$ cat src/rtl/isa_key_pkg.sv
package isa_key_pkg;
   localparam int IDX_W   = 3;
   localparam int IRQ_W   = 3;
   localparam int KEY_LEN = 5;

   typedef enum logic [2:0] {
      KM_IDLE  = 3'd0,
      KM_K1    = 3'd1,
      KM_K2    = 3'd2,
      KM_K3    = 3'd3,
      KM_K4    = 3'd4,
      KM_ARMED = 3'd5
   } km_state_t;

   typedef struct packed {
      logic             en;
      logic [IDX_W-1:0] idx;
      logic [IRQ_W-1:0] irq;
   } cfg_t;

   // interrupt lines the adapter may drive; everything else maps to none
   function automatic logic [IRQ_W-1:0] irq_filter(input logic [IRQ_W-1:0] v);
      case (v)
         3'd2, 3'd3, 3'd4, 3'd5, 3'd7: irq_filter = v;
         default:                       irq_filter = '0;
      endcase
   endfunction
endpackage

$ cat src/rtl/isa_key_matcher.sv
module isa_key_matcher
   import isa_key_pkg::*;
#(
   parameter int ADDR_W     = 16,
   parameter int FIRST_PORT = 'h779,
   parameter int SEQ_PORT   = 'h379,
   parameter int KEY_SEL    = 0
) (
   input  logic              clk,
   input  logic              rst_n,
   input  logic [ADDR_W-1:0] io_addr,
   input  logic              io_wr,
   input  logic [7:0]        io_wdata,
   output logic              cfg_stb
);
   localparam logic [ADDR_W-1:0] FIRST_A = ADDR_W'(FIRST_PORT);
   localparam logic [ADDR_W-1:0] SEQ_A   = ADDR_W'(SEQ_PORT);

   logic [KEY_LEN-1:0][7:0] key;

   generate
      if (KEY_SEL == 0) begin : g_key_main
         assign key = {8'hA6, 8'hAE, 8'hC5, 8'hB9, 8'h59};
      end else begin : g_key_alt
         assign key = {8'h80, 8'h20, 8'hF0, 8'h22, 8'h0F};
      end
   endgenerate

   km_state_t state_q, state_d;
   logic [7:0] expect_b;

   always_comb begin
      case (state_q)
         KM_K1:   expect_b = key[1];
         KM_K2:   expect_b = key[2];
         KM_K3:   expect_b = key[3];
         KM_K4:   expect_b = key[4];
         default: expect_b = key[0];
      endcase
   end

   always_comb begin
      state_d = state_q;
      cfg_stb = 1'b0;
      if (io_wr) begin
         if (io_addr == FIRST_A) begin
            state_d = (io_wdata == key[0]) ? KM_K1 : KM_IDLE;
         end else if (io_addr == SEQ_A) begin
            case (state_q)
               KM_IDLE:  state_d = KM_IDLE;
               KM_ARMED: begin
                  cfg_stb = 1'b1;
                  state_d = KM_IDLE;
               end
               default:  state_d = (io_wdata == expect_b)
                                   ? km_state_t'(state_q + 3'd1) : KM_IDLE;
            endcase
         end
      end
   end

   always_ff @(posedge clk or negedge rst_n) begin
      if (!rst_n) state_q <= KM_IDLE;
      else        state_q <= state_d;
   end
endmodule

$ cat src/rtl/isa_cfg_store.sv
module isa_cfg_store
   import isa_key_pkg::*;
(
   input  logic             clk,
   input  logic             rst_n,
   input  logic             cfg_stb,
   input  logic [7:0]       cfg_byte,
   output logic             cfg_en,
   output logic [IDX_W-1:0] cfg_idx,
   output logic [IRQ_W-1:0] cfg_irq
);
   cfg_t cur_q;
   logic unused_bit3;

   assign unused_bit3 = cfg_byte[3];

   always_ff @(posedge clk or negedge rst_n) begin
      if (!rst_n) begin
         cur_q <= '0;
      end else if (cfg_stb) begin
         if (cfg_byte[7]) begin
            cur_q.en  <= 1'b1;
            cur_q.idx <= cfg_byte[IDX_W-1:0];
            cur_q.irq <= irq_filter(cfg_byte[4 +: IRQ_W]);
         end else begin
            cur_q.en  <= 1'b0;
            cur_q.irq <= '0;
         end
      end
   end

   assign cfg_en  = cur_q.en;
   assign cfg_idx = cur_q.idx;
   assign cfg_irq = cur_q.irq;
endmodule

$ cat src/rtl/isa_base_decode.sv
module isa_base_decode
   import isa_key_pkg::*;
#(
   parameter int ADDR_W    = 16,
   parameter int TABLE_SEL = 0,
   parameter int WIN_BYTES = 16,
   parameter int PROBE_OFS = 9
) (
   input  logic              clk,
   input  logic              rst_n,
   input  logic              en,
   input  logic [IDX_W-1:0]  idx,
   input  logic [ADDR_W-1:0] io_addr,
   input  logic              io_wr,
   input  logic              io_rd,
   input  logic [7:0]        io_wdata,
   output logic              hit,
   output logic [7:0]        rdata
);
   localparam logic [ADDR_W-1:0] WIN_A   = ADDR_W'(WIN_BYTES);
   localparam logic [ADDR_W-1:0] PROBE_A = ADDR_W'(PROBE_OFS);

   logic [11:0]       base12;
   logic [ADDR_W-1:0] base_a, offs;
   logic              probe_q, at_probe;

   generate
      if (TABLE_SEL == 0) begin : g_tab_main
         always_comb begin
            case (idx)
               3'd0: base12 = 12'h280;
               3'd1: base12 = 12'h290;
               3'd2: base12 = 12'h300;
               3'd3: base12 = 12'h310;
               3'd4: base12 = 12'h330;
               3'd5: base12 = 12'h340;
               3'd6: base12 = 12'h348;
               default: base12 = 12'h350;
            endcase
         end
      end else begin : g_tab_alt
         always_comb begin
            case (idx)
               3'd0: base12 = 12'h220;
               3'd1: base12 = 12'h240;
               3'd2: base12 = 12'h280;
               3'd3: base12 = 12'h2A0;
               3'd4: base12 = 12'h2C0;
               3'd5: base12 = 12'h300;
               3'd6: base12 = 12'h320;
               default: base12 = 12'h340;
            endcase
         end
      end
   endgenerate

   // subtract-and-compare: some bases are not aligned to the window size
   assign base_a   = ADDR_W'(base12);
   assign offs     = io_addr - base_a;
   assign hit      = en && (io_addr >= base_a) && (offs < WIN_A);
   assign at_probe = hit && (offs == PROBE_A);

   always_ff @(posedge clk or negedge rst_n) begin
      if (!rst_n)                  probe_q <= 1'b0;
      else if (io_wr && at_probe)  probe_q <= io_wdata[7];
   end

   always_comb begin
      if (!io_rd || !hit) rdata = 8'hFF;
      else if (at_probe)  rdata = {probe_q, 7'b0};
      else                rdata = 8'h00;
   end
endmodule

$ cat src/rtl/isa_key_cfg.sv
module isa_key_cfg
   import isa_key_pkg::*;
#(
   parameter int ADDR_W     = 16,
   parameter int KEY_SEL    = 0,
   parameter int TABLE_SEL  = 0,
   parameter int WIN_BYTES  = 16,
   parameter int PROBE_OFS  = 9,
   parameter int FIRST_PORT = 'h779,
   parameter int SEQ_PORT   = 'h379
) (
   input  logic              clk,
   input  logic              rst_n,
   input  logic [ADDR_W-1:0] io_addr,
   input  logic              io_wr,
   input  logic              io_rd,
   input  logic [7:0]        io_wdata,
   output logic [7:0]        io_rdata,
   output logic              cfg_en,
   output logic [2:0]        cfg_idx,
   output logic [2:0]        cfg_irq,
   output logic              win_hit
);
   generate
      if (ADDR_W < 12) begin : g_bad_addr
         $error("isa_key_cfg: ADDR_W must reach the key ports");
      end
      if (KEY_SEL < 0 || KEY_SEL > 1) begin : g_bad_key
         $error("isa_key_cfg: KEY_SEL must be 0 or 1");
      end
      if (TABLE_SEL < 0 || TABLE_SEL > 1) begin : g_bad_tab
         $error("isa_key_cfg: TABLE_SEL must be 0 or 1");
      end
      if (WIN_BYTES < 16 || (WIN_BYTES & (WIN_BYTES - 1)) != 0) begin : g_bad_win
         $error("isa_key_cfg: WIN_BYTES must be a power of two of at least 16");
      end
      if (PROBE_OFS < 0 || PROBE_OFS >= WIN_BYTES) begin : g_bad_probe
         $error("isa_key_cfg: PROBE_OFS must lie inside the window");
      end
   endgenerate

   logic cfg_stb;

   isa_key_matcher #(
      .ADDR_W    (ADDR_W),
      .FIRST_PORT(FIRST_PORT),
      .SEQ_PORT  (SEQ_PORT),
      .KEY_SEL   (KEY_SEL)
   ) u_match (
      .clk     (clk),
      .rst_n   (rst_n),
      .io_addr (io_addr),
      .io_wr   (io_wr),
      .io_wdata(io_wdata),
      .cfg_stb (cfg_stb)
   );

   isa_cfg_store u_store (
      .clk     (clk),
      .rst_n   (rst_n),
      .cfg_stb (cfg_stb),
      .cfg_byte(io_wdata),
      .cfg_en  (cfg_en),
      .cfg_idx (cfg_idx),
      .cfg_irq (cfg_irq)
   );

   isa_base_decode #(
      .ADDR_W   (ADDR_W),
      .TABLE_SEL(TABLE_SEL),
      .WIN_BYTES(WIN_BYTES),
      .PROBE_OFS(PROBE_OFS)
   ) u_dec (
      .clk     (clk),
      .rst_n   (rst_n),
      .en      (cfg_en),
      .idx     (cfg_idx),
      .io_addr (io_addr),
      .io_wr   (io_wr),
      .io_rd   (io_rd),
      .io_wdata(io_wdata),
      .hit     (win_hit),
      .rdata   (io_rdata)
   );
endmodule

$ cat config.mk
export PLATFORM = sky130hd
export DESIGN_NAME = isa_key_cfg
export DESIGN_NICKNAME = d
export VERILOG_FILES = /design/src/rtl/isa_key_pkg.sv /design/src/rtl/isa_key_matcher.sv /design/src/rtl/isa_cfg_store.sv /design/src/rtl/isa_base_decode.sv /design/src/rtl/isa_key_cfg.sv
export SDC_FILE = /design/constraint.sdc
export NUM_CORES = 1
export LEC_CHECK = 0
export BUFFER_PORTS_ARGS = -buffer_cell sky130_fd_sc_hd__buf_2
export CORE_MARGIN = 1.5
export CORE_UTILIZATION = 45
export CTS_BUF_LIST = sky130_fd_sc_hd__clkbuf_16
export DETAILED_ROUTE_END_ITERATION = 8
export PLACE_DENSITY = 0.81
export SLEW_MARGIN = 20
export SYNTH_ARGS = -nofsm -noshare
export SYNTH_HDL_FRONTEND = slang
export SYNTH_HIERARCHICAL = 1
export SYNTH_SLANG_ARGS = --single-unit
$ cat constraint.sdc
create_clock -name clk -period 3.86 [get_ports clk]
set_input_delay 0.386 -clock clk [delete_from_list [all_inputs] [get_ports clk]]
set_output_delay 0.386 -clock clk [all_outputs]
set_load 0.02 [all_outputs]
==> results.json <==
{
  "status": "completed",
  "drcViolationCount": 0,
  "drt_wl_total_mm": 3.821,
  "syn_area_um2": 1488,
  "finalSetupViolations": 0,
  "ios": 44,
  "yosysTopAreaCell": "dfrtp_1",
  "cp_max_fo": 7,
  "synthFlopType": "dfrtp_1",
  "postCtsHoldBufs": 0,
  "grt_pass1_wl_mm": 5.947,
  "r2r_end": "u_dec/probe_q",
  "synth_cells": 172,
  "cts_tree": "built",
  "clock_path_buffers": 2,
  "ys_types": 60,
  "synth_async_sr_flop_share": 1.000,
  "n_antenna_cell": 0,
  "cp.arrival_ns": 3.01,
  "core_area_um2": 3103,
  "critPathCapture": "io_rdata[5]",
  "maxCapViolCount": 0,
  "vias_per_cell": 5.796,
  "crit_start": "u_store/cfg_idx[1]",
  "grt_max_degree": 14,
  "fin_skew_ns": 0.001063,
  "p_per_area_nw_per_um2": 219.0,
  "first_global_vias": 1325,
  "clkSinkCount": 11,
  "cts_root_buffer": "clkbuf_16",
  "layout-drive-gt1-share": 0.3555,
  "setup-tns-final_ns": 0,
  "io_buffers": 43,
  "syn_to_final_growth_pct": 19.68,
  "n_fill_cell": 298,
  "synthTopCellsByCount": "nor2_1, inv_1, dfrtp_1, ha_1, o21ai_0",
  "end_kind": "output pin",
  "yosys_register_bits": 11,
  "nNetsFinal": 252,
  "netlist_top_cells_area": "dfrtp_1, ha_1, nor2_1",
  "synth_most_common_cell": "nor2_1",
  "r2r-start": "u_store/cfg_idx[1]",
  "hold_viol": 0,
  "min_period_ns": 3.398,
  "row_count": 20,
  "ff2ff_setup_slack_ns": 1.05,
  "antenna_found_initial": 0,
  "place_congestion": 0.9426,
  "max_freq_mhz": 294.3,
  "seq_area_frac_synth": 0.1850,
  "total_power_mw": 0.3900,
  "critPathRequiredTime_ns": 3.47,
  "grt_usage": 0.2126,
  "drv_slew": 0,
  "r2r_cells": 10,
  "vdd_drop_max_uv": 207.7,
  "h-tree-depth": 1,
  "num_vias": 1478,
  "synth.top_cell.area_share": 0.1850,
  "cpPeakStageDelay_ns": 0.43,
  "die_h_um": 60.50,
  "cts_resized": 0,
  "syn_nets": 212,
  "rsz0062_at_grt": "false",
  "drtIter0Drc": 75,
  "die_w_um": 60.50,
  "ant_nets": 0,
  "whs_ns": 0.01723,
  "start_kind": "flip-flop",
  "drt_pass1_iterations": 4,
  "ys_warn_count": 6,
  "numCtsBuffers": 3,
  "worst_pin_slew_ns": 0.5333,
  "grt-ovfl-total": 0,
  "p_leak_nw": 0.8053,
  "path_cells": "nand2b_1 -> xor2_1 -> inv_1 -> fa_1 -> xor2_1 -> nand4_1 -> nor4b_2 -> o2111ai_1 -> nor4b_2 -> nand2_1 -> buf_2",
  "clkTransAtPathRegs_ns": 0.04,
  "worstHoldPathType": "in2async",
  "avgSynthCellArea_um2": 8.649,
  "post_cts_buffers": 0,
  "insertion_delay_ns": 0.24,
  "slowest_stage": "fa_1",
  "wl_per_cell_um": 14.98,
  "dp_hpwl_mm": 2.981,
  "max_slew_margin": 0.6394,
  "die-area_um2": 3660,
  "fin_crit_sh": 0.8802,
  "synth_edf_count": 0,
  "crit_type": "reg2out",
  "start_util": 0.4794
}
cells by family after synthesis:
logic type               synth area share
AND/OR/NAND/NOR                    0.3112
AO/OA/AOI/OAI                      0.2237
buffers and inverters             0.07400
adder cells (fa/ha/maj)            0.1060
flip-flops                         0.1850
XOR/XNOR                          0.04121
multiplexers                      0.05887
state kept, by name (all words and copies together) (netlist names):
signal / flops
u_store/cfg_idx: 3
u_match/state_q: 3
u_store/cfg_en: 1
u_store/cfg_irq: 3
u_dec/probe_q: 1
report_power, final:
part	total (mW)	switching (mW)	leakage, nW	internal (mW)
Combinational	0.0827	0.0477	0.621	0.0350
Clock	0.191	0.0542	0.0409	0.137
Sequential	0.116	0.00000220	0.143	0.116
final cells by class:
cell class	instances	area (µm²)	area share
clock buffers	3	75.07	0.04216
clock inverters	1	5.005	0.002811
inverters	12	45.04	0.02530
multi-input cells	140	1102	0.6191
flip-flops and latches	11	275.3	0.1546
well taps	44	55.05	0.03092
repair buffers	44	222.7	0.1251
critical path: cells and delay by family, from the launching register on:
family	cells	cell delay, ns
buf+inv	2	0.28
flops	1	0.41
fa+ha+maj	1	0.43
compound gates	1	0.16
xor+xnor	2	0.36
simple gates	5	1.13
per-layer routing:
| metal | part of all wire | routed length [µm] | track usage |
|---|---|---|---|
| met5 | 0 | 0 | 0 |
| met4 | 0.018 | 70 | 0.08075 |
| met3 | 0.043 | 163 | 0.006397 |
| met2 | 0.52 | 2006 | 0.3960 |
| met1 | 0.41 | 1581 | 0.2598 |
metrics by stage:
step / util / setup slack (ns) / instances / area (µm²)
2_1_floorplan: - / 0.2901 / 172 / 1488
3_3_place_gp: 0.5480 / 0.8251 / 251 / 1700
3_5_place_dp: 0.5480 / 0.6995 / 251 / 1700
4_1_cts: 0.5738 / 0.4438 / 255 / 1780
5_1_grt: 0.5738 / 0.2829 / 255 / 1780
6_report: 0.5738 / 0.4624 / 255 / 1780
worst min path at each step:
| stage | startpoint | to | cells after the start |
|---|---|---|---|
| floorplan | rst_n | u_dec/probe_q | 0 |
| global placement | rst_n | u_match/state_q[0] | 1 |
| detailed placement | rst_n | u_match/state_q[1] | 1 |
| CTS | rst_n | u_store/cfg_irq[1] | 1 |
| global route | rst_n | u_store/cfg_irq[1] | 1 |
| finish | rst_n | u_match/state_q[1] | 1 |
placed cells by master (no fill, tap or decap), types with 4 or more instances in the layout:
master,Yosys,routed
nor2_1,15,15
o2111ai_1,4,4
nand2b_1,4,4
or2_2,4,4
a21oi_1,7,7
o21ai_0,10,10
xor2_1,4,4
dfrtp_1,11,11
buf_2,1,43
ha_1,11,11
nor4_1,5,5
nand2_1,9,9
inv_1,12,12
(Power assumes the default switching activity.)
